## config.mk

```make
export PLATFORM = sky130hd
export DESIGN_NAME = raster_timer
export DESIGN_NICKNAME = d
export VERILOG_FILES = /design/src/rtl/raster_pkg.sv /design/src/rtl/raster_shadow.sv /design/src/rtl/raster_counter.sv /design/src/rtl/raster_axis_decode.sv /design/src/rtl/raster_timer.sv
export SDC_FILE = /design/constraint.sdc
export NUM_CORES = 1
export LEC_CHECK = 0
export BUFFER_PORTS_ARGS = -buffer_cell sky130_fd_sc_hd__buf_2
export CELL_PAD_IN_SITES_DETAIL_PLACEMENT = 0
export CELL_PAD_IN_SITES_GLOBAL_PLACEMENT = 2
export CORE_UTILIZATION = 38
export DETAILED_ROUTE_END_ITERATION = 8
export PLACE_DENSITY = 0.85
export SLEW_MARGIN = 10
export SYNTH_ARGS = -nofsm -noshare
export SYNTH_HDL_FRONTEND = slang
export SYNTH_HIERARCHICAL = 1
export SYNTH_SLANG_ARGS = --single-unit
export TNS_END_PERCENT = 50
```

## constraint.sdc

```tcl
create_clock -name clk -period 3.3 [get_ports clk]
set_clock_uncertainty 0.2 [all_clocks]
set_input_delay 0.33 -clock clk [delete_from_list [all_inputs] [get_ports clk]]
set_output_delay 0.33 -clock clk [all_outputs]
set_load 0.02 [all_outputs]
```

## src/rtl/raster_pkg.sv

```systemverilog
package raster_pkg;
  parameter int POS_W = 16;
  localparam int REG_W = 2 * POS_W;
  localparam int AXES  = 2;

  typedef logic [POS_W-1:0] pos_t;

  // End-minus-one in the upper half, start-minus-one in the lower half.
  typedef struct packed {
    pos_t hi;
    pos_t lo;
  } span_t;

  typedef struct packed {
    span_t total;
    span_t blank;
    span_t sync;
    logic  pol_low;
  } axis_cfg_t;

  // Position lies after the stored start-minus-one and up to the stored end-minus-one.
  function automatic logic in_span(input pos_t p, input span_t s);
    return (p > s.lo) && (p <= s.hi);
  endfunction

  // Next counter value with wrap to zero after the last position.
  function automatic pos_t step_wrap(input pos_t p, input pos_t last);
    return (p == last) ? '0 : pos_t'(p + 1'b1);
  endfunction
endpackage

```

## src/rtl/raster_shadow.sv

```systemverilog
module raster_shadow
  import raster_pkg::*;
(
  input  logic      clk,
  input  logic      rst_n,
  input  logic      load,
  input  axis_cfg_t cfg_in [AXES],
  output axis_cfg_t cfg_q  [AXES]
);
  for (genvar a = 0; a < AXES; a++) begin : g_axis
    always_ff @(posedge clk or negedge rst_n) begin
      if (!rst_n)    cfg_q[a] <= '0;
      else if (load) cfg_q[a] <= cfg_in[a];
    end

    // the captured timing only moves at a frame boundary
    assert_hold_midframe_R9: assert property (@(posedge clk) disable iff (!rst_n)
      !load |=> $stable(cfg_q[a]));
  end
endmodule

```

## src/rtl/raster_counter.sv

```systemverilog
module raster_counter
  import raster_pkg::*;
(
  input  logic clk,
  input  logic rst_n,
  input  pos_t h_last,
  input  pos_t v_last,
  output pos_t col,
  output pos_t line,
  output logic primed,
  output logic frame_end
);
  logic col_wrap;
  logic line_wrap;

  assign col_wrap  = (col == h_last);
  assign line_wrap = (line == v_last);
  assign frame_end = !primed || (col_wrap && line_wrap);

  always_ff @(posedge clk or negedge rst_n) begin
    if (!rst_n) begin
      col    <= '0;
      line   <= '0;
      primed <= 1'b0;
    end else if (!primed) begin
      primed <= 1'b1;
      col    <= '0;
      line   <= '0;
    end else begin
      col <= step_wrap(col, h_last);
      if (col_wrap) line <= step_wrap(line, v_last);
    end
  end

  // the column never passes the stored line length
  assert_col_in_range_R2: assert property (@(posedge clk) disable iff (!rst_n)
    col <= h_last);

  // the column moves by exactly one between wraps
  assert_col_advance_R2: assert property (@(posedge clk) disable iff (!rst_n)
    primed && !col_wrap |=> col == pos_t'($past(col) + 1'b1));

  // a frame boundary is followed by the origin
  assert_frame_restart_R8: assert property (@(posedge clk) disable iff (!rst_n)
    primed && frame_end |=> (col == '0) && (line == '0));
endmodule

```

## src/rtl/raster_axis_decode.sv

```systemverilog
module raster_axis_decode
  import raster_pkg::*;
(
  input  pos_t      pos,
  input  axis_cfg_t cfg,
  output logic      in_active,
  output logic      in_blank,
  output logic      sync_on
);
  assign in_active = (pos <= cfg.total.lo);
  assign in_blank  = in_span(pos, cfg.blank);
  assign sync_on   = in_span(pos, cfg.sync);
endmodule

```

## src/rtl/raster_timer.sv

```systemverilog
module raster_timer
  import raster_pkg::*;
(
  input  logic             clk,
  input  logic             rst_n,
  input  logic [REG_W-1:0] h_total_word,
  input  logic [REG_W-1:0] h_blank_word,
  input  logic [REG_W-1:0] h_sync_word,
  input  logic [REG_W-1:0] v_total_word,
  input  logic [REG_W-1:0] v_blank_word,
  input  logic [REG_W-1:0] v_sync_word,
  input  logic             h_sync_low,
  input  logic             v_sync_low,
  output logic [POS_W-1:0] col_pos,
  output logic [POS_W-1:0] line_pos,
  output logic             video_active,
  output logic             blanking,
  output logic             hsync_out,
  output logic             vsync_out,
  output logic             frame_start
);
  axis_cfg_t cfg_in [AXES];
  axis_cfg_t cfg_q  [AXES];
  pos_t      pos    [AXES];
  logic [AXES-1:0] act, blk, syn, pin;
  logic primed;
  logic frame_end;
  pos_t col, line;

  always_comb begin
    cfg_in[0].total   = h_total_word;
    cfg_in[0].blank   = h_blank_word;
    cfg_in[0].sync    = h_sync_word;
    cfg_in[0].pol_low = h_sync_low;
    cfg_in[1].total   = v_total_word;
    cfg_in[1].blank   = v_blank_word;
    cfg_in[1].sync    = v_sync_word;
    cfg_in[1].pol_low = v_sync_low;
  end

  raster_shadow u_shadow (
    .clk    (clk),
    .rst_n  (rst_n),
    .load   (frame_end),
    .cfg_in (cfg_in),
    .cfg_q  (cfg_q)
  );

  raster_counter u_count (
    .clk       (clk),
    .rst_n     (rst_n),
    .h_last    (cfg_q[0].total.hi),
    .v_last    (cfg_q[1].total.hi),
    .col       (col),
    .line      (line),
    .primed    (primed),
    .frame_end (frame_end)
  );

  assign pos[0] = col;
  assign pos[1] = line;

  for (genvar a = 0; a < AXES; a++) begin : g_dec
    raster_axis_decode u_dec (
      .pos       (pos[a]),
      .cfg       (cfg_q[a]),
      .in_active (act[a]),
      .in_blank  (blk[a]),
      .sync_on   (syn[a])
    );
    assign pin[a] = (primed & syn[a]) ^ cfg_q[a].pol_low;
  end

  assign col_pos      = col;
  assign line_pos     = line;
  assign video_active = primed & (&act);
  assign blanking     = !primed | (|blk);
  assign hsync_out    = pin[0];
  assign vsync_out    = pin[1];
  assign frame_start  = primed && (col == '0) && (line == '0);

  // Named condition: the captured windows are ordered active, border, blank
  logic layout_sane;
  assign layout_sane = (cfg_q[0].blank.lo >= cfg_q[0].total.lo) &&
                       (cfg_q[1].blank.lo >= cfg_q[1].total.lo);

  // active picture and blanking never overlap for an ordered layout
  assert_active_not_blank_R5: assert property (@(posedge clk) disable iff (!rst_n)
    video_active && layout_sane |-> !blanking);

  // a horizontal sync placed inside the blank window implies blanking
  assert_hsync_in_blank_R6: assert property (@(posedge clk) disable iff (!rst_n)
    primed && syn[0] && (cfg_q[0].sync.lo >= cfg_q[0].blank.lo) &&
    (cfg_q[0].sync.hi <= cfg_q[0].blank.hi) |-> blanking);

  // the frame pulse lasts one clock unless the frame is a single pixel
  assert_frame_pulse_single_R8: assert property (@(posedge clk) disable iff (!rst_n)
    frame_start && ((cfg_q[0].total.hi != '0) || (cfg_q[1].total.hi != '0))
    |=> !frame_start);
endmodule

```

==> impl_metrics.json, run 1 <==
{
  "outcome": "finished, violations left",
  "violations": "setup timing",
  "path_clk_slew_ps": 60,
  "ant_nets": 0,
  "hold_slack_ps": 187,
  "die-area_um2": 38200,
  "slowest_delay_ps": 500,
  "peakVddDrop_mv": 0.359,
  "pin_count": 233,
  "p_leak_nw": 9.98,
  "syn_area_um2": 14200,
  "start_util_pct": 38.7,
  "crit_chain": "ha_1 -> nand4_1 -> or4_4 -> or3_4 -> a221oi_2 -> nand2_1 -> xnor2_1 -> buf_4",
  "cpLargestDelayFamily": "simple AND/OR/NAND/NOR gates",
  "critPathArrivalTime_ps": 2980,
  "timing.fmax_mhz": 285,
  "grt_start_max_net_pins": 97,
  "yosys.area_share.simple_pct": 9.17,
  "synth_edf_count": 0,
  "coreArea_um2": 36700,
  "port_buffers": 232,
  "drive_above_1_share_pct": 35.6,
  "worstPathRequired_ps": 2770,
  "ys_warn_count": 6,
  "synth_compound_area_share_pct": 7.64,
  "syn_avg_cell_area_um2": 11.9,
  "drtPass1Iterations": 4,
  "syn_nets": 1554,
  "syn_inst": 1196,
  "synth_cell_type_count": 59,
  "worstSkewPairLatency_ps": 550,
  "clockBufferDepth": 3,
  "layout_commonest_cell": "buf_2",
  "final_cells": 2184,
  "fillCellCount": 3156,
  "vias": 10754,
  "synthAdderAreaFrac_pct": 14.3,
  "cp_max_fo": 3,
  "drtIter0Drc": 400,
  "endpoint_kind": "output pin",
  "placed_area_um2": 16300,
  "setup_viol": 3,
  "dp.cells": 1930,
  "crit_path_start_kind": "flop",
  "synth-xor-area-share_pct": 2.96,
  "grt_pass1_wl_um": 65100,
  "slowest_stage": "or4_4",
  "dieWidth_um": 195,
  "worst_pin_slew_ps": 790,
  "wl_per_cell_um": 19.0,
  "slew_headroom_pct": 47.4,
  "finalCritPeriodShare_pct": 107,
  "place_congestion": 0.851,
  "clock-root-buffer": "clkbuf_16",
  "cts_htree_levels": 1,
  "maxCapViolCount": 0,
  "area.growth.synth_to_final_pct": 37.2,
  "drc": 0,
  "finalHoldViolCount": 0,
  "p_total_mw": 8.17,
  "hp-class": "input port to async pin",
  "final_cell_mix": "229 x buf_2, 218 x dfrtp_1, 195 x dlygate4sd3_1, 165 x inv_1, 160 x mux2_4",
  "place_ws_ps": 77.5,
  "ys_seq_area_share_pct": 40.0,
  "cts_tree": "built",
  "synth.area.mux_share_pct": 19.6,
  "cts_sinks": 227,
  "synth_top_family_by_area": "multiplexers",
  "finalMaxSlewViolations": 0,
  "grt_util_all_layers_pct": 22.1,
  "rows": 70,
  "grt_pass1_vias": 11456,
  "synthArstFlopShare_pct": 100,
  "wirelength_um": 41500,
  "criticalPathCategory": "flop to output pin",
  "overflow": 0,
  "post-route-min-period_ps": 3510,
  "cts-buffers-inserted": 28,
  "cp_num_buf_inv": 1,
  "die_h_um": 195,
  "synthFlopType": "dfrtp_1",
  "diodes": 0,
  "powerDensity_nw_per_um2": 419,
  "post-dp-hpwl_um": 29800,
  "rsz0062_at_grt": "true",
  "synth_seq_cells": 227,
  "fin_area_um2": 19500,
  "fin_ws_ps": -215,
  "nets": 2053,
  "antenna_found_initial": 0,
  "vias_per_cell": 4.92
}
[layout make-up]
| cell class | count | area, µm² | share of cell area (%) |
|---|---|---|---|
| tap | 468 | 586 | 3.01 |
| clock inverter | 7 | 91.3 | 0.469 |
| timing repair buffer | 499 | 3790 | 19.5 |
| clock buffer | 44 | 832 | 4.27 |
| inverter | 165 | 619 | 3.18 |
| sequential | 227 | 5690 | 29.2 |
| multi-input combinational | 774 | 7870 | 40.4 |
[repair_timing]
action,CTS,global route
resized for setup,22,24
pin swaps,10,9
setup buffers,6,2
endpoints found under the hold margin,286,0
hold buffers,195,0
setup endpoints to repair,4,4
[layer usage]
layer  track usage (%)  wire length, µm  vias up
li1                  -                -     5237
met2              35.9            19400      238
met4              5.98             1010        0
met1              30.6            19500     5220
met5                 0                0        -
met3              3.30             1640       59
[metrics by stage]
step | setup TNS [ps] | utilization (%)
CTS | -742 | 52.7
detailed placement | 0 | 44.4
floorplan | 0 | -
global route | -1090 | 53.1
global placement | 0 | 44.4
finish | -591 | 53.1
[final timing paths]
check	start	end	slack, ps	cells past startpoint
max	u_count/line[9]	vsync_out	-210	8
min	rst_n	u_shadow/cfg_q[115]	190	2
max reg2reg	u_count/col[8]	u_shadow/cfg_q[129]	470	8
min reg2reg	u_shadow/cfg_q[20]	u_shadow/cfg_q[20]	310	1
max in group asynchronous	rst_n	u_shadow/cfg_q[69]	1680	3
min in group clk	u_shadow/cfg_q[20]	u_shadow/cfg_q[20]	310	1
[synth_stat cells, types with 4 or more instances]
master | count | area share [%]
a211oi_1 | 4 | 0.21
a21o_1 | 10 | 0.53
a21oi_1 | 62 | 2.2
a221o_1 | 4 | 0.28
a221oi_1 | 6 | 0.37
a22oi_1 | 6 | 0.32
and2_1 | 7 | 0.31
and3_1 | 6 | 0.26
and4_1 | 15 | 0.93
buf_2 | 10 | 0.35
buf_6 | 19 | 1.5
dfrtp_1 | 227 | 40
ha_1 | 162 | 14
inv_1 | 165 | 4.4
mux2_2 | 34 | 2.7
mux2_4 | 160 | 17
nand2_1 | 53 | 1.4
nand3_1 | 31 | 1.1
nand4_1 | 27 | 1.2
nor2_1 | 28 | 0.74
nor2b_1 | 10 | 0.44
nor3_1 | 4 | 0.14
nor4_1 | 5 | 0.22
nor4_2 | 8 | 0.70
nor4_4 | 4 | 0.60
o211ai_1 | 8 | 0.42
o21a_1 | 4 | 0.21
o21ai_0 | 10 | 0.35
o31ai_1 | 5 | 0.26
o31ai_2 | 6 | 0.53
or3_1 | 4 | 0.18
xnor2_1 | 10 | 0.62
xor2_1 | 38 | 2.3
[kinds of logic after synthesis]
kind of cell / after synthesis
DFF: 227
muxes: 194
adders and majority gates: 162
xor gates and xnor gates: 48
AOI/OAI and AO/OA: 153
other: 1
buffers and inverters: 195
and+or+nand+nor: 216
[report_power, final]
part / internal (mW) / switching (mW)
clock network: 1.88 / 1.21
registers: 3.14 / 0.229
logic: 0.994 / 0.720
total: 6.01 / 2.15
[sequential cells by signal, indices dropped and copies added, names as in the netlist]
signal / cells
u_count/col: 16
u_shadow/cfg_q: 194
u_count/line: 16
u_count/primed: 1
Note: power is estimated with default switching activity, not from simulation.
==> run 2: changes to the inputs <==
- CORE_UTILIZATION: 38 -> 30
- MAX_ROUTING_LAYER: default -> met4
- PLACE_DENSITY: 0.85 -> 0.75
- SYNTH_HIERARCHICAL: 1 -> default
==> run 2 against run 1 <==
  * The run still ends with setup timing left
  * Combinational power decreased by 32%
  * Critical path depth unchanged
  * Final cell count increased by 9.8%
  * Die area up 15%
  * Critical endpoint is now hsync_out
==> impl_metrics.json, run 2 <==
{
  "outcome": "finished, violations left",
  "violations": "setup timing",
  "drtIter0Drc": 562,
  "drc": 0,
  "slowest_delay_ps": 420,
  "yosysTopAreaCellShare_pct": 44.0,
  "drtPass1Iterations": 5,
  "grt_pass1_vias": 11935,
  "cp_max_fo": 9,
  "synthArstFlopShare_pct": 100,
  "syn_inst": 1339,
  "setup_tns_ps": -393,
  "finalMaxSlewViolations": 0,
  "pwr-share-seq_pct": 41.6,
  "rrSetupSlack_ps": 180,
  "syn_area_um2": 12900,
  "timing.rr.end": "u_shadow.cfg_q[76]",
  "place_congestion": 0.811,
  "critPathArrivalTime_ps": 2930,
  "worstSkewPairLatency_ps": 560,
  "internal_power_mw": 5.50,
  "synth.largest_area_cell": "dfrtp_1",
  "rsz0062_at_grt": "true",
  "grt_pass1_wl_um": 67500,
  "combPwrFrac_pct": 15.7,
  "rows": 75,
  "crit_path_start_kind": "flop",
  "syn_nets": 1699,
  "final_util_pct": 43.8,
  "synth_seq_cells": 227,
  "wl_per_cell_um": 18.2,
  "synth_edf_count": 0,
  "cpLargestDelayFamily": "compound AO/OA/AOI/OAI gates",
  "peakVddDrop_mv": 0.389,
  "syn_avg_cell_area_um2": 9.64,
  "ys_warn_count": 0,
  "endpoint_kind": "output pin",
  "nets": 2197,
  "maxCapViolCount": 0,
  "cts_tree": "built",
  "final_cell_mix": "227 x buf_2, 225 x dfrtp_1, 195 x dlygate4sd3_1, 183 x nand2_1, 156 x inv_1",
  "cts-buffers-inserted": 27,
  "top_regs": "u_shadow.cfg_q (194), u_count.col (16), u_count.line (16)",
  "synthFlopType": "dfrtp_1",
  "wirelength_um": 43700,
  "placed_area_um2": 15100,
  "pin_count": 233,
  "fin_area_um2": 18500,
  "criticalPathCategory": "flop to output pin",
  "ys_top_cells_by_area": "dfrtp_1 44%, ha_1 16%, o21ai_0 6.1%, nand2_1 5.4%, inv_1 4.6%",
  "timing.fmax_mhz": 289,
  "top_register": "u_shadow.cfg_q",
  "worstPathRequired_ps": 2770,
  "antenna_found_initial": 4,
  "reg2regPathDepth": 8,
  "die-area_um2": 43900,
  "finalHoldViolCount": 0,
  "layout_commonest_cell": "buf_2",
  "clock-root-buffer": "clkbuf_16",
  "cts_sinks": 227,
  "p_leak_nw": 9.34,
  "overflow": 0,
  "ys_seq_area_share_pct": 44.0,
  "area.growth.synth_to_final_pct": 43.2,
  "synth_commonest_cells": "227 x dfrtp_1, 184 x nand2_1, 164 x ha_1",
  "swShare_pct": 25.8,
  "clockBufferDepth": 3,
  "hp-class": "input port to async pin",
  "crit_chain": "buf_6 -> ha_1 -> nand4_1 -> a2111oi_2 -> nor3_2 -> a2111oi_4 -> xor2_1 -> buf_4",
  "grt_util_all_layers_pct": 20.6,
  "post-route-min-period_ps": 3460,
  "slowest_stage": "dfrtp_1",
  "worst_pin_slew_ps": 625,
  "slew_headroom_pct": 58.0,
  "dieWidth_um": 209,
  "finalCritPeriodShare_pct": 105,
  "start_util_pct": 30.6,
  "hold_slack_ps": 156,
  "switchingPower_mw": 1.92,
  "clockPowerShare_pct": 42.7,
  "vias_per_cell": 4.72,
  "post-dp-hpwl_um": 31300,
  "die_h_um": 209,
  "timing.rr.start": "u_count.col[15]",
  "vias": 11333,
  "coreArea_um2": 42200,
  "synth_cell_type_count": 50,
  "fillCellCount": 4125,
  "setup_viol": 3,
  "path_clk_slew_ps": 60,
  "ant_nets": 0,
  "powerDensity_nw_per_um2": 402,
  "drive_above_1_share_pct": 23.7,
  "fin_ws_ps": -159,
  "post-synth-top-count-cell": "dfrtp_1",
  "cts_htree_levels": 1,
  "largest_reg_flops": 194,
  "grt_start_max_net_pins": 98,
  "port_buffers": 232,
  "cp_num_buf_inv": 2
}
[run 2: changes by cell type after synthesis, moves of 7 or more]
| cell | delta |
|---|---|
| mux2_4 | -160 |
| o21ai_0 | +148 |
| nand2_1 | +131 |
| clkbuf_1 | +17 |
| xor2_1 | +17 |
| nand4_1 | +14 |
| nor4_1 | +14 |
| nor2_1 | +12 |
| a21o_1 | +10 |
| a21oi_1 | -8 |
| buf_6 | -8 |
| inv_1 | -7 |
| nor4_2 | -7 |
[run 2: kinds of logic (layout without fill, tap and decap cells)]
logic type | after synthesis | in the layout | synth area share (%)
multiplexers | 45 | 45 | 3.92
other | 1 | 5 | 0.0291
AND/OR/NAND/NOR | 361 | 361 | 13.1
AO/OA/AOI/OAI | 278 | 278 | 12.2
buffers and inverters | 203 | 720 | 6.73
flip-flops | 227 | 227 | 44.0
XOR/XNOR | 60 | 60 | 4.07
adder cells (fa/ha/maj) | 164 | 164 | 15.9
[run 2: what timing repair did]
action,CTS,global route
hold buffers,195,0
setup buffers,18,1
endpoints found under the setup margin,4,4
gates resized for setup,53,17
endpoints found under the hold margin,266,0
pin swaps,30,8
[run 2: power by group through the flow]
stage | Combinational [mW] | Clock, mW | Sequential (mW)
2_1_floorplan | 0.544 | 0 | 3.12
3_3_place_gp | 0.944 | 0 | 3.13
3_5_place_dp | 0.962 | 0 | 3.14
4_1_cts | 1.17 | 3.25 | 3.09
5_1_grt | 1.32 | 3.36 | 3.11
6_report | 1.17 | 3.17 | 3.09
[run 2: layer usage]
| metal | GRT usage, % | vias up | wire length (µm) |
|---|---|---|---|
| li1 | - | 5609 | - |
| met1 | 26.1 | 5392 | 19800 |
| met2 | 34.2 | 271 | 20800 |
| met3 | 3.56 | 61 | 2010 |
| met4 | 5.27 | 0 | 1130 |
| met5 | - | - | 0 |
[run 2: worst register-to-register path: cells and delay by family (launching register included)]
kind | cells | cell delay (ps)
compound gates | 2 | 370
xor+xnor | 1 | 170
buf+inv | 3 | 930
flops | 1 | 380
simple gates | 2 | 940
[run 2: per-stage QoR]
step / setup slack [ps] / power (mW) / std cells
after floorplan: 235 / 3.67 / 1339
after global placement: 159 / 4.08 / 2133
after detailed placement: 179 / 4.10 / 2133
after CTS: -122 / 7.52 / 2394
after global routing: -274 / 7.79 / 2399
final: -159 / 7.42 / 2399
[run 2: final cells by class]
type | instances | area, µm² | area share, %
Multi-Input combinational cell | 909 | 6670 | 36.1
Clock inverter | 9 | 151 | 0.819
Tap cell | 539 | 674 | 3.65
Timing Repair Buffer | 514 | 3920 | 21.2
Sequential cell | 227 | 5680 | 30.8
Clock buffer | 39 | 781 | 4.22
Inverter | 158 | 593 | 3.21
Antenna cell | 4 | 10.0 | 0.0542
[run 2: worst max path at each step]
| stage | startpoint | end | slack [ps] | depth (start not counted) |
|---|---|---|---|---|
| after global placement | u_count.line[7] | blanking | 160 | 9 |
| final | u_count.col[14] | hsync_out | -160 | 8 |
| after CTS | u_count.col[8] | hsync_out | -120 | 8 |
| after detailed placement | u_count.col[15] | u_shadow.cfg_q[127] | 180 | 10 |
| after global routing | u_count.line[1] | vsync_out | -270 | 8 |
| after floorplan | u_count.line[13] | vsync_out | 240 | 7 |
